==> config.mk <==
export PLATFORM = sky130hd
export DESIGN_NAME = jrc_init_seq
export DESIGN_NICKNAME = d
export VERILOG_FILES = /design/src/rtl/jrc_pkg.sv /design/src/rtl/jrc_tck_div.sv /design/src/rtl/jrc_tap_model.sv /design/src/rtl/jrc_scan_seq.sv /design/src/rtl/jrc_init_seq.sv
export SDC_FILE = /design/constraint.sdc
export NUM_CORES = 1
export LEC_CHECK = 0
export ABC_AREA = 0
export BUFFER_PORTS_ARGS = -buffer_cell sky130_fd_sc_hd__buf_2
export CAP_MARGIN = 5
export CORE_MARGIN = 4
export CORE_UTILIZATION = 60
export DETAILED_ROUTE_END_ITERATION = 10
export PLACE_DENSITY_LB_ADDON = 0.1
export SLEW_MARGIN = 20
export SYNTH_ARGS = -nofsm -noshare
export SYNTH_HDL_FRONTEND = slang
export SYNTH_SLANG_ARGS = --single-unit
==> constraint.sdc <==
create_clock -name clk -period 10.2 [get_ports clk]
set_clock_uncertainty 0.2 [all_clocks]
set_input_delay 1.53 -clock clk [delete_from_list [all_inputs] [get_ports clk]]
set_output_delay 1.53 -clock clk [all_outputs]
set_load 0.01 [all_outputs]
==> src/rtl/jrc_pkg.sv <==
package jrc_pkg;

  typedef enum logic [3:0] {
    TS_RESET, TS_IDLE,
    TS_SEL_DR, TS_CAP_DR, TS_SH_DR, TS_EX1_DR, TS_PAU_DR, TS_EX2_DR, TS_UPD_DR,
    TS_SEL_IR, TS_CAP_IR, TS_SH_IR, TS_EX1_IR, TS_PAU_IR, TS_EX2_IR, TS_UPD_IR
  } tap_st_e;

  typedef enum logic [2:0] {
    PH_IDLE, PH_RST, PH_NAV, PH_SHIFT, PH_END, PH_WAIT
  } ph_e;

  typedef struct packed {
    logic        is_ir;
    logic        end_idle;
    logic [5:0]  len;
    logic [31:0] data;
  } scan_step_t;

  typedef struct packed {
    logic [2:0] len;
    logic [5:0] bits;
  } nav_path_t;

  localparam int STEP_CNT  = 5;
  localparam int RST_BITS  = 6;
  localparam int RST_ONES  = 5;

  function automatic tap_st_e tap_next(tap_st_e s, logic m);
    case (s)
      TS_RESET:  return m ? TS_RESET  : TS_IDLE;
      TS_IDLE:   return m ? TS_SEL_DR : TS_IDLE;
      TS_SEL_DR: return m ? TS_SEL_IR : TS_CAP_DR;
      TS_CAP_DR: return m ? TS_EX1_DR : TS_SH_DR;
      TS_SH_DR:  return m ? TS_EX1_DR : TS_SH_DR;
      TS_EX1_DR: return m ? TS_UPD_DR : TS_PAU_DR;
      TS_PAU_DR: return m ? TS_EX2_DR : TS_PAU_DR;
      TS_EX2_DR: return m ? TS_UPD_DR : TS_SH_DR;
      TS_UPD_DR: return m ? TS_SEL_DR : TS_IDLE;
      TS_SEL_IR: return m ? TS_RESET  : TS_CAP_IR;
      TS_CAP_IR: return m ? TS_EX1_IR : TS_SH_IR;
      TS_SH_IR:  return m ? TS_EX1_IR : TS_SH_IR;
      TS_EX1_IR: return m ? TS_UPD_IR : TS_PAU_IR;
      TS_PAU_IR: return m ? TS_EX2_IR : TS_PAU_IR;
      TS_EX2_IR: return m ? TS_UPD_IR : TS_SH_IR;
      default:   return m ? TS_SEL_DR : TS_IDLE;
    endcase
  endfunction

  // Fixed router program; the route port lands in bits 27:24 of the 32-bit word.
  function automatic scan_step_t step_info(logic [2:0] idx, logic [3:0] port);
    scan_step_t s;
    s = '0;
    case (idx)
      3'd0: begin s.is_ir = 1'b1; s.len = 6'd6;  s.data = 32'h0000_0007; end
      3'd1: begin s.is_ir = 1'b0; s.len = 6'd8;  s.data = 32'h0000_0089; end
      3'd2: begin s.is_ir = 1'b1; s.len = 6'd6;  s.data = 32'h0000_0002; end
      3'd3: begin s.is_ir = 1'b0; s.len = 6'd32; s.data = {4'hA, port, 24'h00_2108}; end
      default: begin s.is_ir = 1'b1; s.end_idle = 1'b1; s.len = 6'd6; s.data = 32'h0000_003F; end
    endcase
    return s;
  endfunction

  // Shortest TMS route into a shift state, bit 0 sent first.
  function automatic nav_path_t nav_path(tap_st_e from, logic to_ir);
    nav_path_t p;
    case (from)
      TS_RESET:  p = to_ir ? '{3'd5, 6'b000110} : '{3'd4, 6'b000010};
      TS_PAU_IR: p = to_ir ? '{3'd2, 6'b000001} : '{3'd5, 6'b000111};
      TS_PAU_DR: p = to_ir ? '{3'd6, 6'b001111} : '{3'd2, 6'b000001};
      default:   p = to_ir ? '{3'd4, 6'b000011} : '{3'd3, 6'b000001};
    endcase
    return p;
  endfunction

endpackage

==> src/rtl/jrc_tck_div.sv <==
module jrc_tck_div #(
  parameter int TCK_DIV = 4
) (
  input  logic clk,
  input  logic rst_n,
  input  logic run,
  output logic tck,
  output logic rise,
  output logic adv
);
  localparam int HALF = TCK_DIV / 2;
  localparam int CW   = (TCK_DIV > 2) ? $clog2(TCK_DIV) : 1;

  logic [CW-1:0] cnt;

  always_ff @(posedge clk) begin
    if (!rst_n)           cnt <= '0;
    else if (!run || adv) cnt <= '0;
    else                  cnt <= cnt + 1'b1;
  end

  assign tck  = run && (cnt >= CW'(HALF));
  assign rise = run && (cnt == CW'(HALF - 1));
  assign adv  = run && (cnt == CW'(TCK_DIV - 1));
endmodule

==> src/rtl/jrc_tap_model.sv <==
module jrc_tap_model
  import jrc_pkg::*;
(
  input  logic    clk,
  input  logic    rst_n,
  input  logic    rise,
  input  logic    tms,
  output tap_st_e state
);
  always_ff @(posedge clk) begin
    if (!rst_n)    state <= TS_RESET;
    else if (rise) state <= tap_next(state, tms);
  end
endmodule

==> src/rtl/jrc_scan_seq.sv <==
module jrc_scan_seq
  import jrc_pkg::*;
#(
  parameter int ROUTE_PORT = 3,
  parameter int IDLE_CLKS  = 10
) (
  input  logic    clk,
  input  logic    rst_n,
  input  logic    start,
  input  logic    adv,
  input  tap_st_e tap_state,
  output logic    busy,
  output logic    done,
  output logic    tms,
  output logic    tdi
);
  localparam int MAXL = (IDLE_CLKS > 32) ? IDLE_CLKS : 32;
  localparam int IW   = $clog2(MAXL + 1);
  localparam logic [2:0] LAST_STEP = 3'(STEP_CNT - 1);

  ph_e        phase;
  logic [IW-1:0] idx;
  logic [2:0] step;
  tap_st_e    origin;

  scan_step_t    cur;
  nav_path_t     path;
  logic [IW-1:0] plen;
  logic          last;

  always_comb begin
    cur  = step_info(step, 4'(ROUTE_PORT));
    path = nav_path(origin, cur.is_ir);
    case (phase)
      PH_RST:   plen = IW'(RST_BITS);
      PH_NAV:   plen = IW'(path.len);
      PH_SHIFT: plen = IW'(cur.len);
      PH_END:   plen = cur.end_idle ? IW'(2) : IW'(1);
      PH_WAIT:  plen = IW'(IDLE_CLKS);
      default:  plen = IW'(1);
    endcase
    last = (idx == plen - 1'b1);
  end

  always_comb begin
    tms = 1'b0;
    tdi = 1'b0;
    case (phase)
      PH_RST:   tms = (idx < IW'(RST_ONES));
      PH_NAV:   tms = path.bits[idx[2:0]];
      PH_SHIFT: begin tms = last; tdi = cur.data[idx[4:0]]; end
      PH_END:   tms = cur.end_idle && (idx == '0);
      default:  tms = 1'b0;
    endcase
  end

  always_ff @(posedge clk) begin
    if (!rst_n) begin
      phase  <= PH_IDLE;
      idx    <= '0;
      step   <= '0;
      origin <= TS_IDLE;
      busy   <= 1'b0;
      done   <= 1'b0;
    end else begin
      done <= 1'b0;
      if (phase == PH_IDLE) begin
        if (start) begin
          phase <= PH_RST;
          idx   <= '0;
          step  <= '0;
          busy  <= 1'b1;
        end
      end else if (adv) begin
        if (!last) begin
          idx <= idx + 1'b1;
        end else begin
          idx <= '0;
          case (phase)
            PH_RST: begin
              phase  <= PH_NAV;
              origin <= tap_state;
            end
            PH_NAV:   phase <= PH_SHIFT;
            PH_SHIFT: phase <= PH_END;
            PH_END: begin
              if (step == LAST_STEP) begin
                phase <= PH_WAIT;
              end else begin
                step   <= step + 1'b1;
                phase  <= PH_NAV;
                origin <= tap_state;
              end
            end
            default: begin
              phase <= PH_IDLE;
              busy  <= 1'b0;
              done  <= 1'b1;
            end
          endcase
        end
      end
    end
  end
endmodule

==> src/rtl/jrc_init_seq.sv <==
module jrc_init_seq
  import jrc_pkg::*;
#(
  parameter int TCK_DIV    = 4,
  parameter int ROUTE_PORT = 3,
  parameter int IDLE_CLKS  = 10
) (
  input  logic clk,
  input  logic rst_n,
  input  logic start,
  input  logic tdo,
  output logic busy,
  output logic done,
  output logic tck,
  output logic tms,
  output logic tdi
);
  logic    rise;
  logic    adv;
  tap_st_e tap_q;
  logic    unused_tdo;

  assign unused_tdo = tdo;

  jrc_tck_div #(.TCK_DIV(TCK_DIV)) u_div (
    .clk  (clk),
    .rst_n(rst_n),
    .run  (busy),
    .tck  (tck),
    .rise (rise),
    .adv  (adv)
  );

  jrc_tap_model u_tap (
    .clk  (clk),
    .rst_n(rst_n),
    .rise (rise),
    .tms  (tms),
    .state(tap_q)
  );

  jrc_scan_seq #(.ROUTE_PORT(ROUTE_PORT), .IDLE_CLKS(IDLE_CLKS)) u_seq (
    .clk      (clk),
    .rst_n    (rst_n),
    .start    (start),
    .adv      (adv),
    .tap_state(tap_q),
    .busy     (busy),
    .done     (done),
    .tms      (tms),
    .tdi      (tdi)
  );
endmodule

; Word level (Yosys, flattened, before mapping)
; Cells that the tools add are included.
[op_classes]
eq_ne = 30
addsub = 4
n_bitwise = 4
reduce_logical = 27
n_mux = 52
n_lt_le_gt_ge = 4
[ops]
columns = op, count
row1 = case mux 38 bit (4 select lines), 1
row2 = case mux 4 bit (11 select lines), 1
row3 = two-way mux 3 bit, 13
row4 = case mux 6 bit (5 select lines), 1
row5 = == test 4 bit (second input constant), 7
row6 = two-way mux 9 bit, 3
row7 = case mux 9 bit (3 select lines), 1
row8 = two-way mux 6 bit, 4
row9 = == test 4 x 3 -> 1 bit (second input constant), 5
row10 = two-way mux 4 bit, 5
row11 = two-way mux 1 bit, 13
row12 = == test 3 x 2 -> 1 bit (second input constant), 4
row13 = case mux 3 bit (4 select lines), 1
row14 = OR reduction 4 bit, 3
row15 = AND reduction 5 bit, 2
row16 = == test 3 bit (second input constant), 3
row17 = == test 4 x 2 -> 1 bit (second input constant), 2
row18 = zero test 4 bit, 2
row19 = two-way mux 2 bit, 4
row20 = case mux 4 bit (2 select lines), 1
row21 = nonzero test 2 bit, 4
row22 = OR reduction 2 bit, 4
row23 = two-way mux 7 bit, 1
row24 = adder 6 x 1 -> 6 bit (second input constant), 1
row25 = 25 further kinds, 35
[totals]
reg_bits = 24
output_inout_bits = 5
input_bits = 4
wordCells = 129

; Longest topological paths before layout
[logic_depth]
word_depth = 10
ltp_mapped = 13
mapped_depth_nobuf = 12

; Cells and area by module
; Synthesis repeated with hierarchy kept, for this count alone.
[unflattened]
cells_unflattened = 277
area_unflattened_um2 = 2160.8
[by_module_without_submodules]
columns = module, n_inst, cells_per_inst, seq_area_each_um2, area_per_inst_um2
row1 = jrc_scan_seq, 1, 221, 360.3, 1664.1
row2 = jrc_tap_model, 1, 44, 80.1, 364.1
row3 = jrc_tck_div, 1, 12, 40.0, 132.6

; Worst setup path after synthesis
; OpenSTA, ideal clock, no wires.
[synth_timing]
path_type = register to output
start = register u_seq.step[0]
end = output port tms
t_arrival_ns = 2.642
setup_slack_ns = 5.828
required_time_ns = 8.470
path_buffers = 1
path_stages_with_launch = 13
path_cell_list = dfxtp_1 nor2b_1 buf_2 a311oi_1 o21a_2 or2_1 ha_1 or2_2 a21boi_2 o21bai_1 a211oi_4 a31oi_2 inv_1
[synth_via]
elab_chain_cells = 8
elab_cells_between_ends = 21
cone_classes = 1 x add/sub / 4 x eq/ne / 12 x mux / 4 x reduce/logical
[synth_rtl]
columns = item, line
row1 = start: declaration, jrc_scan_seq.sv:23  ; logic [2:0] step;
row2 = start signal: assignment, jrc_scan_seq.sv:90  ; step <= step + 1'b1;
row3 = == test 3 x 1 -> 1 bit / == test 3 x 2 -> 1 bit (equally long branches), jrc_pkg.sv:54  ; case (idx)
row4 = OR reduction 2 bit (no line), n/a
row5 = "two-way mux 9 bit, or another cell as far along", jrc_pkg.sv:71  ; default: p = to_ir ? '{3'd4, 6'b000011} : '{3'd3, 6'b000001};
row6 = case mux 9 bit (3 select lines), jrc_pkg.sv:67  ; case (from)
row7 = case mux 6 bit (5 select lines), jrc_scan_seq.sv:34  ; case (phase)
row8 = subtractor 6 x 1 -> 6 bit, jrc_scan_seq.sv:42  ; last = (idx == plen - 1'b1);
row9 = == test 6 bit, jrc_scan_seq.sv:42
row10 = case mux 1 bit (4 select lines) (*), jrc_scan_seq.sv:48  ; case (phase)
row11 = end: declaration, jrc_init_seq.sv:15  ; output logic tms,
; Every way passes the cells marked *; elsewhere a longest branch is shown, timed or not. The select of a mux whose other input is x is not followed.

; Worst setup path in the final report
; Same ends and word-level chain as after synthesis.

==> results.md <==
- Each instance of the synthesized netlist takes up on average 7.56 um^2.
- The share of the Yosys chip area taken by registers is 0.219.
- The number of hold violations in the final report is 0.
- The number of global-route vias before repair is 1,848.
- The number of library cell types mapped by synthesis is 69.
- The destination of the worst register-to-register timing path is u_tap.state[1].
- For this block, the routed nets add up to 4.90 mm of wire.
- The leakage power is 0.855 nW.
- The class of the most critical setup path is reg -> out.
- The CTS tree is yes.
- The buffer count from post-CTS setup fixing is 0.
- The die height is 68.4 um.
- STA classifies the critical path startpoint as a register.
- The number of diodes is 0.
- The library cell used as clock root buffer is sky130_fd_sc_hd__clkbuf_8.
- The estimated wirelength of the detail-placed design is 3.59 mm.
- The critical path required time is 8470 ps.
- The average routed wire per standard cell is 15.0 um.
- The filler cells instantiated in the layout total 333.
- The clock passes through at most 2 buffers.
- During I/O placement, the number of pins put on the boundary was 9.
- In the final design database the tool counted 298 nets.
- The path class of the tightest hold or removal check is reg -> reg.
- The post-synthesis instance area is 2190 um^2.
- The initial antenna violation count is 0.
- The register clock-pin slew on the reported worst setup and hold paths is 90 ps.
- The flow ran to the end, and the final reports show no timing, DRC or antenna violations.
- The footprint of the multi-input gates is 1560 um^2.
- The maximum fanout count along the critical path is 9.
- The initial detailed-routing violation count is 154.
- The critical path endpoint category is an output port.
- Counting tap cells, the placed design contains a total of 322 instances.
- The total congestion overflow after global routing is 0.
- Setup repair after global routing left no endpoint under its margin.
- The final clock period utilization by the worst path is 0.522.
- In the synthesized netlist the async set-or-reset flop fraction comes to 0.
- During synthesis, Yosys emitted a total of 0 warnings.
- The die covers 4680 um^2.
- The cell at the slowest stage of the critical path is sky130_fd_sc_hd__dfxtp_1.
- The delay of the slowest critical-path stage is 520 ps.
- At the end of routability-driven placement, the weighted congestion stood at 0.911.
- The number of clock sinks is 24.
- The number of buffers inserted by port buffering is 7.
- Row generation in the floorplan step produced 21 rows.
- Setup violations remaining at the end of the flow were counted as 0.
- Entering global routing, the biggest net connects 24 pins.
- The TritonCTS buffer count is 3.
- The fraction of layout cells with a size suffix above 1 is 0.100.
- The setup TNS is 0 ps.
- Leaving out fill and tap cells, the most frequent cell in the layout is sky130_fd_sc_hd__nor2_1.
- The number of synthesized register bits is 24.
- The origin of the worst setup path is u_seq.step[0].
- Walking the worst path, the cells encountered are nor2b_1, a311oi_1, o21a_2, or2_1, ha_1, or2_2, a21boi_2, o21bai_1, a211oi_4, a31oi_2, inv_1, buf_2.
- Subtracting the final worst setup slack from the clock period gives 5320 ps.
- Using the TritonRoute via totals, the vias-per-cell ratio works out to 6.31.
- The number of iterations in the first detailed-routing pass is 4.
- For this run, the leading register cell type out of synthesis is sky130_fd_sc_hd__dfxtp_1.
- The aggregate global-route resource usage is 0.235.
- The number of enable flip-flop cells after synthesis is 0.
- The post-route antenna net violation count is 0.
- Synthesis produced 290 cells.
- The data arrival at the endpoint of the critical path is 3590 ps.
- The worst slew slack as a fraction of its limit is 0.535.
- For this configuration, the core starts out at a cell density of 0.637.
- The residual DRC count is 0.
- The first global-routing pass estimated 8.49 mm of wire.
- The via count is 2,057.
- The final cell count without fillers is 326.
- The power per cell area is 231 nW/um^2.
- The number of nets produced by synthesis is 307.
- The worst voltage drop across the vdd grid is 0.133 mV.
- The relative area change from synthesis to final layout is 3.25%.
- The final design utilization is 0.658.
- The number of levels in the clock H-tree is 1.
- The transition at the pin with the smallest max-transition slack is 696 ps.
- Derived from the worst setup path, the maximum achievable clock frequency is 188 MHz.
- After clock tree synthesis, the repair step resized 0 gates.
- The total power is 0.522 mW.
- The register-to-register setup slack is 6330 ps.
- The max-slew violation count is 0.
- After clock tree synthesis, the flow added hold-fix buffers numbering 0.
- Leaving out fill and tap cells, the most frequent cells in the layout are sky130_fd_sc_hd__nor2_1 (26), sky130_fd_sc_hd__dfxtp_1 (24), sky130_fd_sc_hd__nand2_1 (23).
- For the worst-skew pair, the clock arrives at the later sink with an insertion delay of 270 ps.
- The placeable core region is 3440 um^2.
- In the final layout, flip-flops and latches occupy 480 um^2.
- Following the worst setup path forward leads to its endpoint at tms.
- The die extent in x is 68.4 um.
- The depth of the worst register-to-register path is 12.
- Max-cap violations in this run came to 0.
- The startpoint identified for the worst register-to-register timing path is u_seq.step[0].
==> stage by stage <==
stage               hold WS [ps]  cell area (um^2)  worst slack (ps)
floorplan                    253              2190              5830
global placement             278              2190              5290
detailed placement           284              2190              5220
CTS                          296              2260              4880
global route                 320              2260              4600
finish                       299              2260              4880
==> state kept, by name, summed over array words and instances, names as in the netlist <==
| register | flops |
|---|---|
| u_seq.step | 3 |
| u_div.cnt | 2 |
| u_seq.busy | 1 |
| u_tap.state | 4 |
| u_seq.origin | 4 |
| u_seq.done | 1 |
| u_seq.phase | 3 |
| u_seq.idx | 6 |
==> power by group <==
part / leakage (nW) / internal, mW / switching (mW)
sequential: 0.194 / 0.103 / 0.0293
clock: 0.0357 / 0.0525 / 0.0331
combinational: 0.625 / 0.118 / 0.186
total: 0.855 / 0.274 / 0.248
==> synthesized netlist by cell type (3+ instances only) <==
| master | number | area [um^2] |
|---|---|---|
| sky130_fd_sc_hd__nor3_1 | 4 | 20.0 |
| sky130_fd_sc_hd__and2_1 | 3 | 18.8 |
| sky130_fd_sc_hd__o21a_1 | 3 | 22.5 |
| sky130_fd_sc_hd__nand2_1 | 23 | 86.3 |
| sky130_fd_sc_hd__o21bai_1 | 3 | 22.5 |
| sky130_fd_sc_hd__o21ai_0 | 15 | 75.1 |
| sky130_fd_sc_hd__nand3_1 | 11 | 55.1 |
| sky130_fd_sc_hd__a21oi_1 | 19 | 95.1 |
| sky130_fd_sc_hd__nor2b_1 | 5 | 31.3 |
| sky130_fd_sc_hd__xor2_1 | 4 | 35.0 |
| sky130_fd_sc_hd__ha_1 | 13 | 163 |
| sky130_fd_sc_hd__nor2_1 | 26 | 97.6 |
| sky130_fd_sc_hd__clkbuf_1 | 14 | 52.6 |
| sky130_fd_sc_hd__nand4_1 | 7 | 43.8 |
| sky130_fd_sc_hd__dfxtp_1 | 24 | 480 |
| sky130_fd_sc_hd__inv_1 | 16 | 60.1 |
| sky130_fd_sc_hd__buf_2 | 5 | 25.0 |
| sky130_fd_sc_hd__nand3b_1 | 3 | 22.5 |
| sky130_fd_sc_hd__a31oi_1 | 6 | 37.5 |
| sky130_fd_sc_hd__or2_2 | 3 | 18.8 |
| sky130_fd_sc_hd__nand2b_1 | 9 | 56.3 |
| sky130_fd_sc_hd__nor4_1 | 3 | 18.8 |
| sky130_fd_sc_hd__xnor2_1 | 5 | 43.8 |
| sky130_fd_sc_hd__o311ai_0 | 3 | 26.3 |
| sky130_fd_sc_hd__mux2i_1 | 6 | 60.1 |
==> routing by layer <==
layer  GRT usage  vias up  wire, um
li1            -     1046         -
met1       0.332      958      2350
met2       0.366       49      2270
met3      0.0411        4       231
met4      0.0571        0        48
met5           0        -         0
==> logic make-up (layout without fill, tap and decap cells) <==
group / after synthesis / in the layout / synth area share
AND/OR/NAND/NOR: 112 / 112 / 0.277
AO/OA/AOI/OAI: 88 / 88 / 0.289
buffers and inverters: 37 / 27 / 0.0696
flip-flops: 24 / 24 / 0.219
adder cells (fa/ha/maj): 13 / 13 / 0.0742
XOR/XNOR: 9 / 9 / 0.0360
multiplexers: 7 / 7 / 0.0342
==> area by class of cell <==
cell class              instances  share of cell area
multi-input cells             229               0.689
flip-flops and latches         24               0.212
inverters                      16              0.0265
well taps                      46              0.0254
clock buffers                   3              0.0182
repair buffers                  7              0.0155
clock inverters                 1              0.0133
==> worst min path at each step <==
stage,from,end,slack [ps],depth (start not counted)
after floorplan,u_div.cnt[0],u_div.cnt[0],250,1
after global placement,u_div.cnt[0],u_div.cnt[0],280,1
after detailed placement,u_div.cnt[0],u_div.cnt[0],280,1
after CTS,u_div.cnt[0],u_div.cnt[0],300,1
after global routing,u_div.cnt[0],u_div.cnt[0],320,1
final,u_div.cnt[0],u_div.cnt[0],300,1
==> worst max-delay path: cells and delay by family, from the launching register on <==
family / cells / cell delay [ps]
flops: 1 / 520
fa+ha+maj: 1 / 240
compound gates: 6 / 1290
buf+inv: 2 / 240
simple gates: 3 / 1020
Note: power is estimated with default switching activity, not from simulation.
